## src/rtl/cwu_pkg.sv

```systemverilog
package cwu_pkg;

   typedef enum logic [1:0] {
      CLS_NONPWM = 2'd0,
      CLS_SINGLE = 2'd1,
      CLS_DUAL   = 2'd2
   } wave_cls_e;

   typedef enum logic [1:0] {
      ACT_HOLD = 2'd0,
      ACT_SET  = 2'd1,
      ACT_CLR  = 2'd2,
      ACT_TGL  = 2'd3
   } wave_act_e;

   localparam logic [1:0] FLD_OFF = 2'b00;
   localparam logic [1:0] FLD_TGL = 2'b01;
   localparam logic [1:0] FLD_NRM = 2'b10;
   localparam logic [1:0] FLD_INV = 2'b11;

   function automatic wave_cls_e classify(input logic [3:0] mode);
      case (mode)
         4'd5, 4'd6, 4'd7, 4'd14, 4'd15:             classify = CLS_SINGLE;
         4'd1, 4'd2, 4'd3, 4'd8, 4'd9, 4'd10, 4'd11: classify = CLS_DUAL;
         default:                                    classify = CLS_NONPWM;
      endcase
   endfunction

   function automatic logic own_top(input logic [3:0] mode);
      own_top = (mode == 4'd9) || (mode == 4'd11) || (mode == 4'd15);
   endfunction

endpackage

```

## src/rtl/cwu_mode_decode.sv

```systemverilog
module cwu_mode_decode
   import cwu_pkg::*;
#(
   parameter bit IS_CHAN_A = 1'b1
) (
   input  logic [3:0] wave_mode,
   input  logic [1:0] out_mode,
   output wave_cls_e  cls,
   output logic       tgl_ok,
   output logic       conn
);

   assign cls = classify(wave_mode);

   generate
      if (IS_CHAN_A) begin : g_chan_a
         assign tgl_ok = (cls == CLS_NONPWM) || own_top(wave_mode);
      end else begin : g_chan_b
         assign tgl_ok = (cls == CLS_NONPWM);
      end
   endgenerate

   always_comb begin
      case (out_mode)
         FLD_OFF: conn = 1'b0;
         FLD_TGL: conn = tgl_ok;
         default: conn = 1'b1;
      endcase
   end

endmodule

```

## src/rtl/cwu_action_sel.sv

```systemverilog
module cwu_action_sel
   import cwu_pkg::*;
#(
   parameter int CNT_W = 16
) (
   input  wave_cls_e          cls,
   input  logic               conn,
   input  logic [1:0]         out_mode,
   input  logic               tick,
   input  logic               match,
   input  logic               at_top,
   input  logic               count_down,
   input  logic               force_cmp,
   input  logic [CNT_W-1:0]   cmp_val,
   input  logic [CNT_W-1:0]   top_val,
   output wave_act_e          act
);

   localparam logic [CNT_W-1:0] BOTTOM = '0;

   logic      hit;
   logic      wrap;
   logic      eq_top;
   logic      eq_bot;
   logic      inv;
   wave_act_e np_act;
   wave_act_e ss_act;
   wave_act_e ds_act;

   assign hit    = tick & match;
   assign wrap   = tick & at_top;
   assign eq_top = (cmp_val == top_val);
   assign eq_bot = (cmp_val == BOTTOM);
   assign inv    = (out_mode == FLD_INV);

   always_comb begin
      np_act = ACT_HOLD;
      if (hit || force_cmp) begin
         case (out_mode)
            FLD_TGL: np_act = ACT_TGL;
            FLD_NRM: np_act = ACT_CLR;
            FLD_INV: np_act = ACT_SET;
            default: np_act = ACT_HOLD;
         endcase
      end
   end

   always_comb begin
      ss_act = ACT_HOLD;
      if (out_mode == FLD_TGL) begin
         if (hit) ss_act = ACT_TGL;
      end else if (wrap) begin
         ss_act = inv ? ACT_CLR : ACT_SET;
      end else if (hit && !eq_top) begin
         ss_act = inv ? ACT_SET : ACT_CLR;
      end
   end

   always_comb begin
      logic lvl;
      lvl    = 1'b0;
      ds_act = ACT_HOLD;
      if (hit) begin
         if (out_mode == FLD_TGL) begin
            ds_act = ACT_TGL;
         end else begin
            if (eq_top)      lvl = 1'b1;
            else if (eq_bot) lvl = 1'b0;
            else             lvl = count_down;
            ds_act = (lvl ^ inv) ? ACT_SET : ACT_CLR;
         end
      end
   end

   always_comb begin
      if (!conn) begin
         act = ACT_HOLD;
      end else begin
         case (cls)
            CLS_SINGLE: act = ss_act;
            CLS_DUAL:   act = ds_act;
            default:    act = np_act;
         endcase
      end
   end

endmodule

```

## src/rtl/cwu_out_reg.sv

```systemverilog
module cwu_out_reg
   import cwu_pkg::*;
(
   input  logic      clk,
   input  logic      rst_n,
   input  logic      conn,
   input  wave_act_e act,
   input  logic      preload_we,
   input  logic      preload_val,
   output logic      q
);

   always_ff @(posedge clk or negedge rst_n) begin
      if (!rst_n) begin
         q <= 1'b0;
      end else if (conn) begin
         case (act)
            ACT_SET: q <= 1'b1;
            ACT_CLR: q <= 1'b0;
            ACT_TGL: q <= ~q;
            default: q <= q;
         endcase
      end else if (preload_we) begin
         q <= preload_val;
      end
   end

   AST_DISC_HOLD: assert property (@(posedge clk) disable iff (!rst_n)
      (!conn && !preload_we) |=> $stable(q));

   AST_CONN_NO_PRELOAD: assert property (@(posedge clk) disable iff (!rst_n)
      (conn && act == ACT_HOLD) |=> $stable(q));

endmodule

```

## src/rtl/cmp_wave_unit.sv

```systemverilog
module cmp_wave_unit
   import cwu_pkg::*;
#(
   parameter int CNT_W     = 16,
   parameter bit IS_CHAN_A = 1'b1
) (
   input  logic             clk,
   input  logic             rst_n,
   input  logic             tick,
   input  logic [3:0]       wave_mode,
   input  logic [1:0]       out_mode,
   input  logic             dir_out,
   input  logic             match,
   input  logic             at_top,
   input  logic             count_down,
   input  logic [CNT_W-1:0] cmp_val,
   input  logic [CNT_W-1:0] top_val,
   input  logic             force_cmp,
   input  logic             preload_we,
   input  logic             preload_val,
   output logic             wave_out,
   output logic             pin_en
);

   generate
      if (CNT_W < 2) begin : g_bad_width
         $error("cmp_wave_unit: CNT_W must be at least 2");
      end
   endgenerate

   wave_cls_e cls;
   wave_act_e act;
   logic      tgl_ok;
   logic      conn;

   cwu_mode_decode #(.IS_CHAN_A(IS_CHAN_A)) u_dec (
      .wave_mode (wave_mode),
      .out_mode  (out_mode),
      .cls       (cls),
      .tgl_ok    (tgl_ok),
      .conn      (conn)
   );

   cwu_action_sel #(.CNT_W(CNT_W)) u_act (
      .cls        (cls),
      .conn       (conn),
      .out_mode   (out_mode),
      .tick       (tick),
      .match      (match),
      .at_top     (at_top),
      .count_down (count_down),
      .force_cmp  (force_cmp),
      .cmp_val    (cmp_val),
      .top_val    (top_val),
      .act        (act)
   );

   cwu_out_reg u_reg (
      .clk         (clk),
      .rst_n       (rst_n),
      .conn        (conn),
      .act         (act),
      .preload_we  (preload_we),
      .preload_val (preload_val),
      .q           (wave_out)
   );

   assign pin_en = conn & dir_out;

   AST_PIN_NEEDS_DIR: assert property (@(posedge clk) disable iff (!rst_n)
      pin_en |-> (dir_out && out_mode != FLD_OFF));

   AST_SS_TOP_SETS: assert property (@(posedge clk) disable iff (!rst_n)
      (cls == CLS_SINGLE && out_mode == FLD_NRM && tick && at_top) |=> wave_out);

   AST_DS_EQ_TOP_HIGH: assert property (@(posedge clk) disable iff (!rst_n)
      (cls == CLS_DUAL && out_mode == FLD_NRM && tick && match && cmp_val == top_val)
      |=> wave_out);

   AST_PWM_FORCE_NOP: assert property (@(posedge clk) disable iff (!rst_n)
      (cls != CLS_NONPWM && force_cmp && !tick && !preload_we) |=> $stable(wave_out));

   AST_NOTICK_HOLD: assert property (@(posedge clk) disable iff (!rst_n)
      (!tick && !force_cmp && !preload_we) |=> $stable(wave_out));

endmodule

```

## config.mk

```make
export PLATFORM = sky130hd
export DESIGN_NAME = cmp_wave_unit
export DESIGN_NICKNAME = d
export VERILOG_FILES = /design/src/rtl/cwu_pkg.sv /design/src/rtl/cwu_mode_decode.sv /design/src/rtl/cwu_action_sel.sv /design/src/rtl/cwu_out_reg.sv /design/src/rtl/cmp_wave_unit.sv
export SDC_FILE = /design/constraint.sdc
export NUM_CORES = 1
export LEC_CHECK = 0
export BUFFER_PORTS_ARGS = -buffer_cell sky130_fd_sc_hd__buf_2
export CAP_MARGIN = 10
export CORE_MARGIN = 10
export CORE_UTILIZATION = 40
export CTS_CLUSTER_DIAMETER = 40
export DETAILED_ROUTE_END_ITERATION = 10
export GPL_TIMING_DRIVEN = 0
export PLACE_DENSITY = 0.81
export SETUP_SLACK_MARGIN = 0.2
export SLEW_MARGIN = 40
export SYNTH_ARGS = -nofsm -noshare
export SYNTH_HDL_FRONTEND = slang
export SYNTH_HIERARCHICAL = 1
export SYNTH_SLANG_ARGS = --single-unit
```

## constraint.sdc

```tcl
create_clock -name clk -period 2.3 [get_ports clk]
set_clock_uncertainty 0.15 [all_clocks]
set_input_delay 0.345 -clock clk [delete_from_list [all_inputs] [get_ports clk]]
set_output_delay 0.345 -clock clk [all_outputs]
set_load 0.02 [all_outputs]
```

After elaboration in Yosys (flattened, before gate mapping) --
Memory sizes are Yosys's and may differ from the RTL's. Index checks and enable logic that the tools add are counted.
Storage, ports and cells: output and inout bits 2, input port bits 48, register bits after elaboration 1, word-level logic and storage cells 52, bits in read-only memories 32, memories 1
Operators by class: reductions and logical operators 11, muxes and demuxes 21, bitwise gates (word level) 5, equal/unequal tests 13
Memories:
- (no name shown) | depth 16, bits a word 2, read ports 1, clocked after Yosys merged registers in 0, write ports 0, RTL line cwu_pkg.sv:22 | case (mode)
Operators with widths (count):
- 2-bit 2-to-1 mux | 11
- 16-bit == test | 1
- 16-bit zero test | 1
- 4-bit == test, second input constant | 3
- 2-bit == test, second input constant | 5
- 2-bit by 1-bit == test with 1-bit output, second input constant | 3
- 1-bit 2-to-1 mux | 6
- 2-bit case mux with 3 select lines | 1
- 2-bit zero test | 2
- 1-bit logical OR | 4
- 4-bit by 1-bit inequality test with 1-bit output, second input constant | 1
- 2-bit case mux with 2 select lines | 1
- 1-bit AND | 3
- 1-bit case mux with 3 select lines | 1
- 1-bit case mux with 2 select lines | 1
- 2-bit AND reduction | 1
- 2-bit nonzero test | 1
- 1-bit logical AND | 1
- 1-bit zero test | 1
- 1-bit NOT | 1
- 1-bit XOR | 1

Longest topological paths before layout --
Gate-level depths: netlist of run 1.
depth after elaboration 14, mapped depth 11

By module --
The synthesis of run 1 kept the hierarchy.
Modules (own cells, without submodules):
- cwu_action_sel | sequential area each 0.0 sq um, area an instance 440.4 sq um, times used 1, cells each 58
- cwu_mode_decode | sequential area each 0.0 sq um, area an instance 92.6 sq um, times used 1, cells each 11
- cwu_out_reg | sequential area each 25.0 sq um, area an instance 52.6 sq um, times used 1, cells each 6
- cmp_wave_unit | sequential area each 0.0 sq um, area an instance 6.3 sq um, times used 1, cells each 1

Least setup slack after synthesis of run 1 --
Ideal clock, no wire load.
kind in2reg, start input port cmp_val[5], end register u_reg.q, data arrival time 1.638 ns, setup time 0.147 ns, buffers on the path 0, stages 9, setup slack 0.365 ns, required time 2.003 ns, path through xnor2_1 nand4_1 nor4_4 a21oi_2 mux2_4 o21ai_1 nand2_1 o21ai_0 a21oi_1
On the way: word-level cells in the longest chain between the ends 14, elaborated cells between the ends (all ways) 24, those cells by class eq/ne: 5; mux: 14; bitwise: 1; reduce/logical: 4
RTL lines:
- from (decl) | RTL line cmp_wave_unit.sv:16 | input logic [CNT_W-1:0] cmp_val,
- 16-bit zero test | RTL line cwu_action_sel.sv:33 | assign eq_bot = (cmp_val == BOTTOM);
- 1-bit 2-to-1 mux | RTL line cwu_action_sel.sv:68 | else if (eq_bot) lvl = 1'b0;
- 1-bit 2-to-1 mux | RTL line cwu_action_sel.sv:67 | if (eq_top) lvl = 1'b1;
- 1-bit 2-to-1 mux | RTL line cwu_action_sel.sv:64 | if (out_mode == FLD_TGL) begin
- 1-bit 2-to-1 mux | RTL line cwu_action_sel.sv:63 | if (hit) begin
- 1-bit XOR | RTL line cwu_action_sel.sv:70 | ds_act = (lvl ^ inv) ? ACT_SET : ACT_CLR;
- 2-bit 2-to-1 mux | RTL line cwu_action_sel.sv:70
- 2-bit 2-to-1 mux | RTL line cwu_action_sel.sv:64
- 2-bit 2-to-1 mux | RTL line cwu_action_sel.sv:63
- 2-bit case mux with 2 select lines (*) | RTL line cwu_action_sel.sv:79 | case (cls)
- 2-bit 2-to-1 mux (*) | RTL line cwu_action_sel.sv:76 | if (!conn) begin
- net act[1] | RTL line cmp_wave_unit.sv:32 | wave_act_e act;
- 2-bit == test / 2-bit by 1-bit == test with 1-bit output (equally long branches) | RTL line cwu_out_reg.sv:17 | case (act)
- 1-bit case mux with 3 select lines / 4-bit by 1-bit inequality test with 1-bit output (equally long branches)
- 1-bit 2-to-1 mux / 2-bit AND reduction (equally long branches)
- to (signal assigned) | RTL line cwu_out_reg.sv:20 | ACT_TGL: q <= ~q;
- to (signal assigned) | RTL line cwu_out_reg.sv:21 | default: q <= q;
- to (signal assigned) | RTL line cwu_out_reg.sv:24 | q <= preload_val;
- to (decl) | RTL line cwu_out_reg.sv:10 | output logic q
The timed path passes the listed nets; every way through them passes the cells marked *. The select of a mux whose other input is x is not followed. A chain may end at the register's enable or synchronous reset.

Final worst setup path of run 1 --
start input port cmp_val[10], end register u_reg.q
The elaborated chain is that of the path after synthesis.

==> results.tsv, run 1 <==
metric	value	unit
RSZ-0062 raised after global routing	yes	
Vias	786	
status	complete, no violations	
routed length per instance	16.65	µm
Worst setup endpoint	u_reg/q	
first-pass GRT wire length	3.305	mm
final setup fails	0	
Reg area	25.02	µm²
Detailed Place HPWL	1.738	mm
# fillers	82	
final wirelength	2.364	mm
crit path DAT	1.80	ns
max-slew violations	0	
DRT antenna net count	0	
vias in the first global route	814	
reg-to-reg slack, setup	1.19	ns
crit path time final	2.095	ns
Initial Utilization	0.4321	
combinational power share	0.897	
Die Ht	57.73	µm
pin count of the biggest net entering global routing	8	
WS Path Type	primary input to flip-flop	
area of the mapped netlist	569.3	µm²
maximum VDD drop	0.1160	mV
R2R Path End	u_reg/q	
largest register by flop count	u_reg/q	
yosys warns	6	
NetSw	110.2	µW
syn_nets	125	
IO buf count	49	
io pins	50	
crit share post-route	0.9108	
Die Wd	57.73	µm
Final TNS setup	0	ns
max cap viols	0	
Largest regs	u_reg/q (1)	
critical path required time	2.01	ns
cell count after synthesis	73	
largest fanout on the critical path	2	
initial antenna violation count	0	
# rows	13	
relative slew slack	0.6955	
total gr overflow	0	
fin nets	181	
die area	3332	µm²
Global Route Usage Sum	0.1145	
Flop pwr share	0.103	
worst setup path start	cmp_val[10]	
vias per inst	5.535	
Layout area overhead	91.65	%
total power	251.2	µW
Worst-Margin Slew	0.4553	ns
hold crit path type	flip-flop to flip-flop	
Internal	141.0	µW
worst-skew pair later-pin latency	0	ns
initial DRC count	6	
Register-to-Register Path Depth	3	
Sw Ratio	0.4388	
core box area	1318	µm²
# DRC	0	
crit end category	flip-flop	
share of layout cells above drive strength 1	0.6378	
Leakage Power	0.0004783	µW
final hold vios	0	
fmax	477.4	MHz
Syn Area/Cell	7.799	µm²
Critical Path Start Type	primary input	
max reg flops	1	
GPL Wtd Cong	0.7836	
drt first pass iters	4	
Power Dens Cells	230.2	nW/µm²
clk slew on worst S/H paths	0	ns
area occupied by multi-input gates	701.9	µm²
Worst R2R Start	u_reg/q	
clock group share of total power	0	
ANT cells	0	
==> critical path, stage by stage <==
cell and delay (ns):
buf_2 0.12, nor4_2 0.30, nand4_1 0.16, a21oi_2 0.22, mux2_4 0.32, o21ai_2 0.12
nand2_1 0.06, o21ai_1 0.07, a21oi_1 0.07
==> per-layer routing <==
metal,global-route usage,up-vias,share of wire
li1,-,390,-
met3,0.04793,2,0.092
met2,0.2101,40,0.52
met5,0,-,0
met4,0,0,0.0072
met1,0.1261,354,0.38
==> area by class of cell <==
cell class | instances | share of cell area
inverters | 4 | 0.01376
repair buffers | 54 | 0.3028
flip-flops and latches | 1 | 0.02294
multi-input cells | 68 | 0.6433
well taps | 15 | 0.01720
==> power by group through the flow <==
stage	clock [µW]	combinational, µW	sequential [µW]
2_1_floorplan	0	82.5	30.7
3_3_place_gp	0	156	25.6
3_5_place_dp	0	160	25.7
4_1_cts	0	184	26.2
5_1_grt	0	242	26.5
6_report	0	225	25.9
==> per-stage QoR <==
stage | utilization | std cells | hold slack [ns] | worst slack (ns) | area [µm²]
floorplan | - | 73 | -0.1006 | 0.3647 | 569.3
global placement | 0.6325 | 137 | -0.03069 | 0.1461 | 833.3
detailed placement | 0.6325 | 137 | -0.02847 | 0.07207 | 833.3
CTS | 0.7113 | 141 | 0.4493 | 0.2004 | 937.1
global route | 0.8281 | 142 | 0.4689 | 0.09058 | 1091
finish | 0.8281 | 142 | 0.4454 | 0.2052 | 1091
==> repair_timing <==
item | in CTS | in global routing
setup endpoints to repair | 1 | 1
pin swaps | 13 | 20
resized for setup | 14 | 28
hold endpoints to repair | 1 | 0
hold buffers | 1 | 0
buffers inserted | 3 | 1
==> how the worst min path moves through the flow <==
stage,slack [ns],cells past startpoint,start,end
2_1_floorplan,-0.10,0,rst_n,u_reg/q
3_3_place_gp,-0.03,1,rst_n,u_reg/q
3_5_place_dp,-0.03,1,rst_n,u_reg/q
4_1_cts,0.45,2,u_reg/q,u_reg/q
5_1_grt,0.47,2,u_reg/q,u_reg/q
6_report,0.45,2,u_reg/q,u_reg/q
==> cell usage in the layout (no fill, tap or decap), types with 2 or more instances in the layout <==
cell type,n
inv_1,2
buf_4,3
xnor2_1,12
a31oi_1,2
xnor2_2,4
nand4_1,6
buf_2,43
nor2_2,2
buf_6,6
o21ai_2,2
a21oi_1,3
inv_2,2
nand2_1,3
nor4_2,3
ha_4,4
nor2b_4,2
nor2b_1,2
(Power assumes the default switching activity.)
==> run 2: changes to the inputs <==
--- a/config.mk
+++ b/config.mk
@@ -8,11 +8,11 @@
 export BUFFER_PORTS_ARGS = -buffer_cell sky130_fd_sc_hd__buf_2
 export CAP_MARGIN = 10
 export CORE_MARGIN = 10
-export CORE_UTILIZATION = 40
+export CORE_UTILIZATION = 38
 export CTS_CLUSTER_DIAMETER = 40
 export DETAILED_ROUTE_END_ITERATION = 10
 export GPL_TIMING_DRIVEN = 0
-export PLACE_DENSITY = 0.81
+export PLACE_DENSITY = 0.78
 export SETUP_SLACK_MARGIN = 0.2
 export SLEW_MARGIN = 40
 export SYNTH_ARGS = -nofsm -noshare
==> constraint.sdc (replaced) <==
create_clock -name clk -period 2.4 [get_ports clk]
set_clock_uncertainty 0.15 [all_clocks]
set_input_delay 0.36 -clock clk [delete_from_list [all_inputs] [get_ports clk]]
set_output_delay 0.36 -clock clk [all_outputs]
set_load 0.05 [all_outputs]
==> run 2 against run 1 <==
  * Hold slack worse by 0.0050 ns
  * Register-to-register slack better by 0.12 ns
  * Core utilization fell by 8.2 points
  * Routed wire length decreased by 11%
  * Critical endpoint unchanged
  * Combinational power fell by 8%
  * First-iteration DRC count is 100% lower
  * Flip-flop and latch count did not move
  * Design area decreased by 7.7%
  * Die area is 3.4% higher
==> results.tsv, run 2 (synthesis results as in run 1) <==
metric	value	unit	change
crit share post-route	0.8914		
Worst path max stage delay	0.30	ns	-0.02 ns
post-layout util	0.7461		-0.08205
CP Cell Sequence	buf_4, nor2b_4, o21a_1, inv_2, ha_4, o21ai_2, and4_1, a32oi_2, o21ai_2, nand2_1, o21ai_1, a21oi_1		
initial DRC count	0		-6
worst-skew pair later-pin latency	0	ns	unchanged
clk slew on worst S/H paths	0	ns	unchanged
final setup fails	0		unchanged
fmax	467.4	MHz	
met3 usage	0.06867		+0.02074
relative slew slack	0.6986		+0.003175
Initial Utilization	0.4217		-0.01041
# DRC	0		unchanged
vias in the first global route	874		+7.4%
worst path bufs/invs	2		+1
delay-heaviest family, CP	compound AO/OA/AOI/OAI gates		
GR Util met1	0.1099		-0.01614
clock group share of total power	0		unchanged
CP max stage cell	ha_4		
io pins	50		unchanged
Internal	124.3	µW	-12%
vias per inst	5.386		-2.7%
hold_ws	0.4403	ns	-0.005036 ns
core box area	1350	µm²	+2.5%
total gr overflow	0		unchanged
# rows	13		unchanged
commonest non-fill, non-tap cells in the layout	44 x buf_2, 11 x xnor2_1, 6 x nand4_1		
largest register by flop count	u_reg/q		
crit path time final	2.139	ns	
Vias	754		-4.1%
Power Dens Cells	229.5	nW/µm²	-0.30%
Die Ht	58.71	µm	+1.7%
Global Route Usage Sum	0.1090		-0.005484
drt first pass iters	1		-3
Flop pwr share	0.109		+0.006
# fillers	115		+40%
crit end category	flip-flop		
Die Wd	58.71	µm	+1.7%
critical path required time	2.17	ns	+0.16 ns
Final TNS setup	0	ns	unchanged
area occupied by multi-input gates	650.6	µm²	-7.3%
Reg area	25.02	µm²	unchanged
commonest non-fill, non-tap cell in the layout	buf_2		
NetSw	106.9	µW	-3.0%
GPL Wtd Cong	0.7946		+1.4%
Largest regs	u_reg/q (1)		
Worst-Margin Slew	0.4505	ns	-0.004747 ns
Layout area overhead	76.92	%	
initial antenna violation count	0		unchanged
routed length per instance	15.06	µm	-9.6%
met2 GRT Util	0.1942		-0.01589
combinational power share	0.891		-0.006
Leakage Power	0.0004579	µW	-4.3%
final wirelength	2.108	mm	-11%
first-pass GRT wire length	3.318	mm	+0.39%
final hold vios	0		unchanged
ANT cells	0		unchanged
WS Path Type	primary input to flip-flop		
crit path DAT	1.91	ns	+0.11 ns
die area	3446	µm²	+3.4%
hold crit path type	flip-flop to flip-flop		
max-slew violations	0		unchanged
busiest grt layer	met2		
maximum VDD drop	0.1001	mV	-14%
DRT antenna net count	0		unchanged
status	complete, no violations		
IO buf count	49		unchanged
cell mode on critical path	o21ai_2		
Sw Ratio	0.4625		+0.02368
share of layout cells above drive strength 1	0.6000		-0.03780
largest fanout on the critical path	4		+2
max reg flops	1		unchanged
max cap viols	0		unchanged
fin nets	179		-1.1%
RSZ-0062 raised after global routing	no		
Critical Path Start Type	primary input		
pin count of the biggest net entering global routing	8		unchanged
[run 2: changes by cell type in the layout (fill, tap and decap cells not counted), moves of 2 or more]
cell and change:
nor4_1 +3, nor4_2 -3, buf_6 -2, ha_2 +2
ha_4 -2
[run 2: cell type report]
| type | count | share of cell area |
|---|---|---|
| Inverter | 4 | 0.01491 |
| Timing Repair Buffer | 52 | 0.2957 |
| Sequential cell | 1 | 0.02484 |
| Multi-Input combinational cell | 68 | 0.6460 |
| Tap cell | 15 | 0.01863 |
[run 2: final timing paths]
kind	slack [ns]	cells after the start	to	startpoint
max in group asynchronous	1.49	2	u_reg/q	rst_n
hold / removal	0.44	2	u_reg/q	u_reg/q
min in group asynchronous	0.52	2	u_reg/q	rst_n
hold reg to reg	0.44	2	u_reg/q	u_reg/q
setup / recovery	0.26	12	u_reg/q	wave_mode[0]
setup reg to reg	1.31	3	u_reg/q	u_reg/q
[run 2: routing by layer]
metal	vias to the layer above	wire length (µm)
li1	382	-
met1	326	815
met2	46	984
met3	0	308
met4	0	0
met5	-	0
[run 2: power by group through the flow]
stage | Sequential, µW | Combinational, µW | Clock, µW
3_3_place_gp | 24.6 | 161 | 0
2_1_floorplan | 38.8 | 81.7 | 0
3_5_place_dp | 24.6 | 165 | 0
5_1_grt | 26.0 | 225 | 0
4_1_cts | 25.0 | 167 | 0
6_report | 25.3 | 206 | 0
[run 2: stage by stage]
stage	worst slack, ns	cell area (µm²)	instances	power [µW]
after floorplan	0.4347	569.3	73	120.5
after global placement	0.2237	833.3	137	186.0
after detailed placement	0.1932	833.3	137	189.9
after CTS	0.2137	843.3	138	191.8
after global routing	0.1375	1007	140	251.3
final	0.2607	1007	140	231.2
[run 2: timing repair]
action,4_1_cts,5_1_grt
gates resized for setup,0,28
endpoints found under the hold margin,1,0
buffers inserted,0,2
endpoints found under the setup margin,0,1
hold buffers,1,0
[run 2: worst min-delay path, delay by kind of cell, from the launching register on]
family / cells / cell delay, ns
compound gates: 2 / 0.18
flops: 1 / 0.36
==> run 3: changes to the inputs <==
==> constraint.sdc (replaced) <==
create_clock -name clk -period 2.15 [get_ports clk]
set_clock_uncertainty 0.15 [all_clocks]
set_input_delay 0.3225 -clock clk [delete_from_list [all_inputs] [get_ports clk]]
set_output_delay 0.3225 -clock clk [all_outputs]
set_load 0.05 [all_outputs]
==> run 3 against run 2 <==
  * Via count up 5.3%
  * Core utilization up 5.6 points
  * Die area unchanged
  * Sequential share of layout area down 0.17 points
  * First-iteration DRC count up 3
  * Critical path type unchanged
==> results.tsv, run 3 (synthesis results as in run 1) <==
metric	value	unit	change
status	complete, no violations		
reg-to-reg slack, setup	1.06	ns	-0.25 ns
DRT antenna net count	0		unchanged
hold crit path type	flip-flop to flip-flop		
# DRC	0		unchanged
Layout area overhead	90.11	%	
initial DRC count	3		+3
Worst R2R Start	u_reg/q		
cell depth of the worst setup path	11		-1
Die Ht	58.71	µm	unchanged
ANT cells	0		unchanged
vias in the first global route	925		+5.8%
worst-skew pair later-pin latency	0	ns	unchanged
CP Cell Sequence	buf_4, nor2b_4, o21a_1, inv_1, ha_4, a31oi_2, o31ai_2, o211ai_1, a21oi_1, o21ai_1, a21oi_1		
final hold vios	0		unchanged
Global Route Usage Sum	0.1285		+0.01948
IO buf count	49		unchanged
routed length per instance	15.94	µm	+5.9%
share of layout cells above drive strength 1	0.6190		+0.01905
cell mode on critical path	a21oi_1		
vias per inst	5.631		+4.6%
critical path required time	1.86	ns	-0.31 ns
WS Path Type	primary input to flip-flop		
initial antenna violation count	0		unchanged
final wirelength	2.248	mm	+6.6%
DP Area	833.3	µm²	unchanged
Final TNS setup	0	ns	unchanged
relative slew slack	0.7171		+0.01848
crit path DAT	1.74	ns	-0.17 ns
first-pass GRT wire length	3.801	mm	+15%
crit end category	flip-flop		
core box area	1350	µm²	unchanged
delay-heaviest family, CP	compound AO/OA/AOI/OAI gates		
Die Wd	58.71	µm	unchanged
commonest non-fill, non-tap cell in the layout	buf_2		
pin count of the biggest net entering global routing	8		unchanged
fin area	1082	µm²	+7.5%
Initial Utilization	0.4217		unchanged
fin nets	180		+0.56%
largest fanout on the critical path	4		unchanged
CP max stage cell	ha_4		
Worst-Margin Slew	0.4229	ns	-0.02763 ns
# fillers	98		-15%
crit path time final	2.031	ns	
commonest non-fill, non-tap cells in the layout	38 x buf_2, 10 x buf_6, 9 x xnor2_1		
# rows	13		unchanged
io pins	50		unchanged
maximum VDD drop	0.1251	mV	+25%
die area	3446	µm²	unchanged
Register-to-Register Path Depth	3		unchanged
R2R Path End	u_reg/q		
RSZ-0062 raised after global routing	yes		
worst setup path start	wave_mode[0]		
Worst setup endpoint	u_reg/q		
fmax	492.3	MHz	
worst path bufs/invs	2		unchanged
crit share post-route	0.9447		
final setup fails	0		unchanged
drt first pass iters	4		+3
Critical Path Start Type	primary input		
largest register by flop count	u_reg/q		
GPL Wtd Cong	0.7946		unchanged
Worst path max stage delay	0.23	ns	-0.07 ns
Leakage Power	0.0004922	µW	+7.5%
Vias	794		+5.3%
max reg flops	1		unchanged
total gr overflow	0		unchanged
Power Dens Cells	250.9	nW/µm²	+9.3%
max cap viols	0		unchanged
Largest regs	u_reg/q (1)		
max-slew violations	0		unchanged
clk slew on worst S/H paths	0	ns	unchanged
==> run 3: cell types whose count changed in the layout (fill, tap and decap cells not counted), moves of 2 or more <==
cell,before,now
nor4_1,4,2
inv_2,2,0
nor4_2,0,2
buf_6,4,10
xnor2_1,11,9
inv_1,2,4
buf_2,44,38
xnor2_2,5,7
==> run 3: worst min path at each step <==
| stage | from | depth (start not counted) | slack [ns] | endpoint |
|---|---|---|---|---|
| finish | u_reg/q | 2 | 0.45 | u_reg/q |
| floorplan | rst_n | 0 | -0.12 | u_reg/q |
| global placement | rst_n | 1 | -0.05 | u_reg/q |
| detailed placement | rst_n | 1 | -0.05 | u_reg/q |
| global route | rst_n | 2 | 0.50 | u_reg/q |
| CTS | u_reg/q | 2 | 0.45 | u_reg/q |
==> run 3: power breakdown <==
part           internal [µW]  switching, µW
registers               23.8           4.19
logic                    126            118
clock network              0              0
==> run 3: area by class of cell <==
type                    count  area, µm²  share of cell area
inverters                   4      15.01             0.01387
flip-flops and latches      1      25.02             0.02312
repair buffers             53      342.8              0.3168
multi-input cells          68      680.7              0.6289
well taps                  15      18.77             0.01734
==> run 3: repair_timing <==
item,in CTS,in global routing
endpoints found under the setup margin,2,1
cloned,0,0
hold buffers,1,0
pin swaps,17,7
setup buffers,3,0
endpoints found under the hold margin,1,0
resized for setup,25,12
==> run 3: metal layers <==
metal  GRT usage  routed length [µm]
met5           0                   0
met4    0.009836                  14
met3     0.06438                 309
met2      0.2519                1048
met1      0.1199                 875
==> run 3: per-stage QoR <==
stage,util,hold WS [ns],worst slack (ns),power [µW],instances
final,0.8017,0.4478,0.1188,271.6,141
after global routing,0.8017,0.4996,-0.03360,295.3,141
after CTS,0.7507,0.4523,0.1210,251.8,141
after detailed placement,0.6172,-0.05013,-0.01931,212.0,137
after global placement,0.6172,-0.05305,0.01116,207.7,137
after floorplan,-,-0.1231,0.2222,134.5,73
==> run 3: worst min-delay path: stages (launching register included) <==
cell and delay [ns]:
dfrtp_1 0.36, o21ai_1 0.08, a21oi_1 0.11
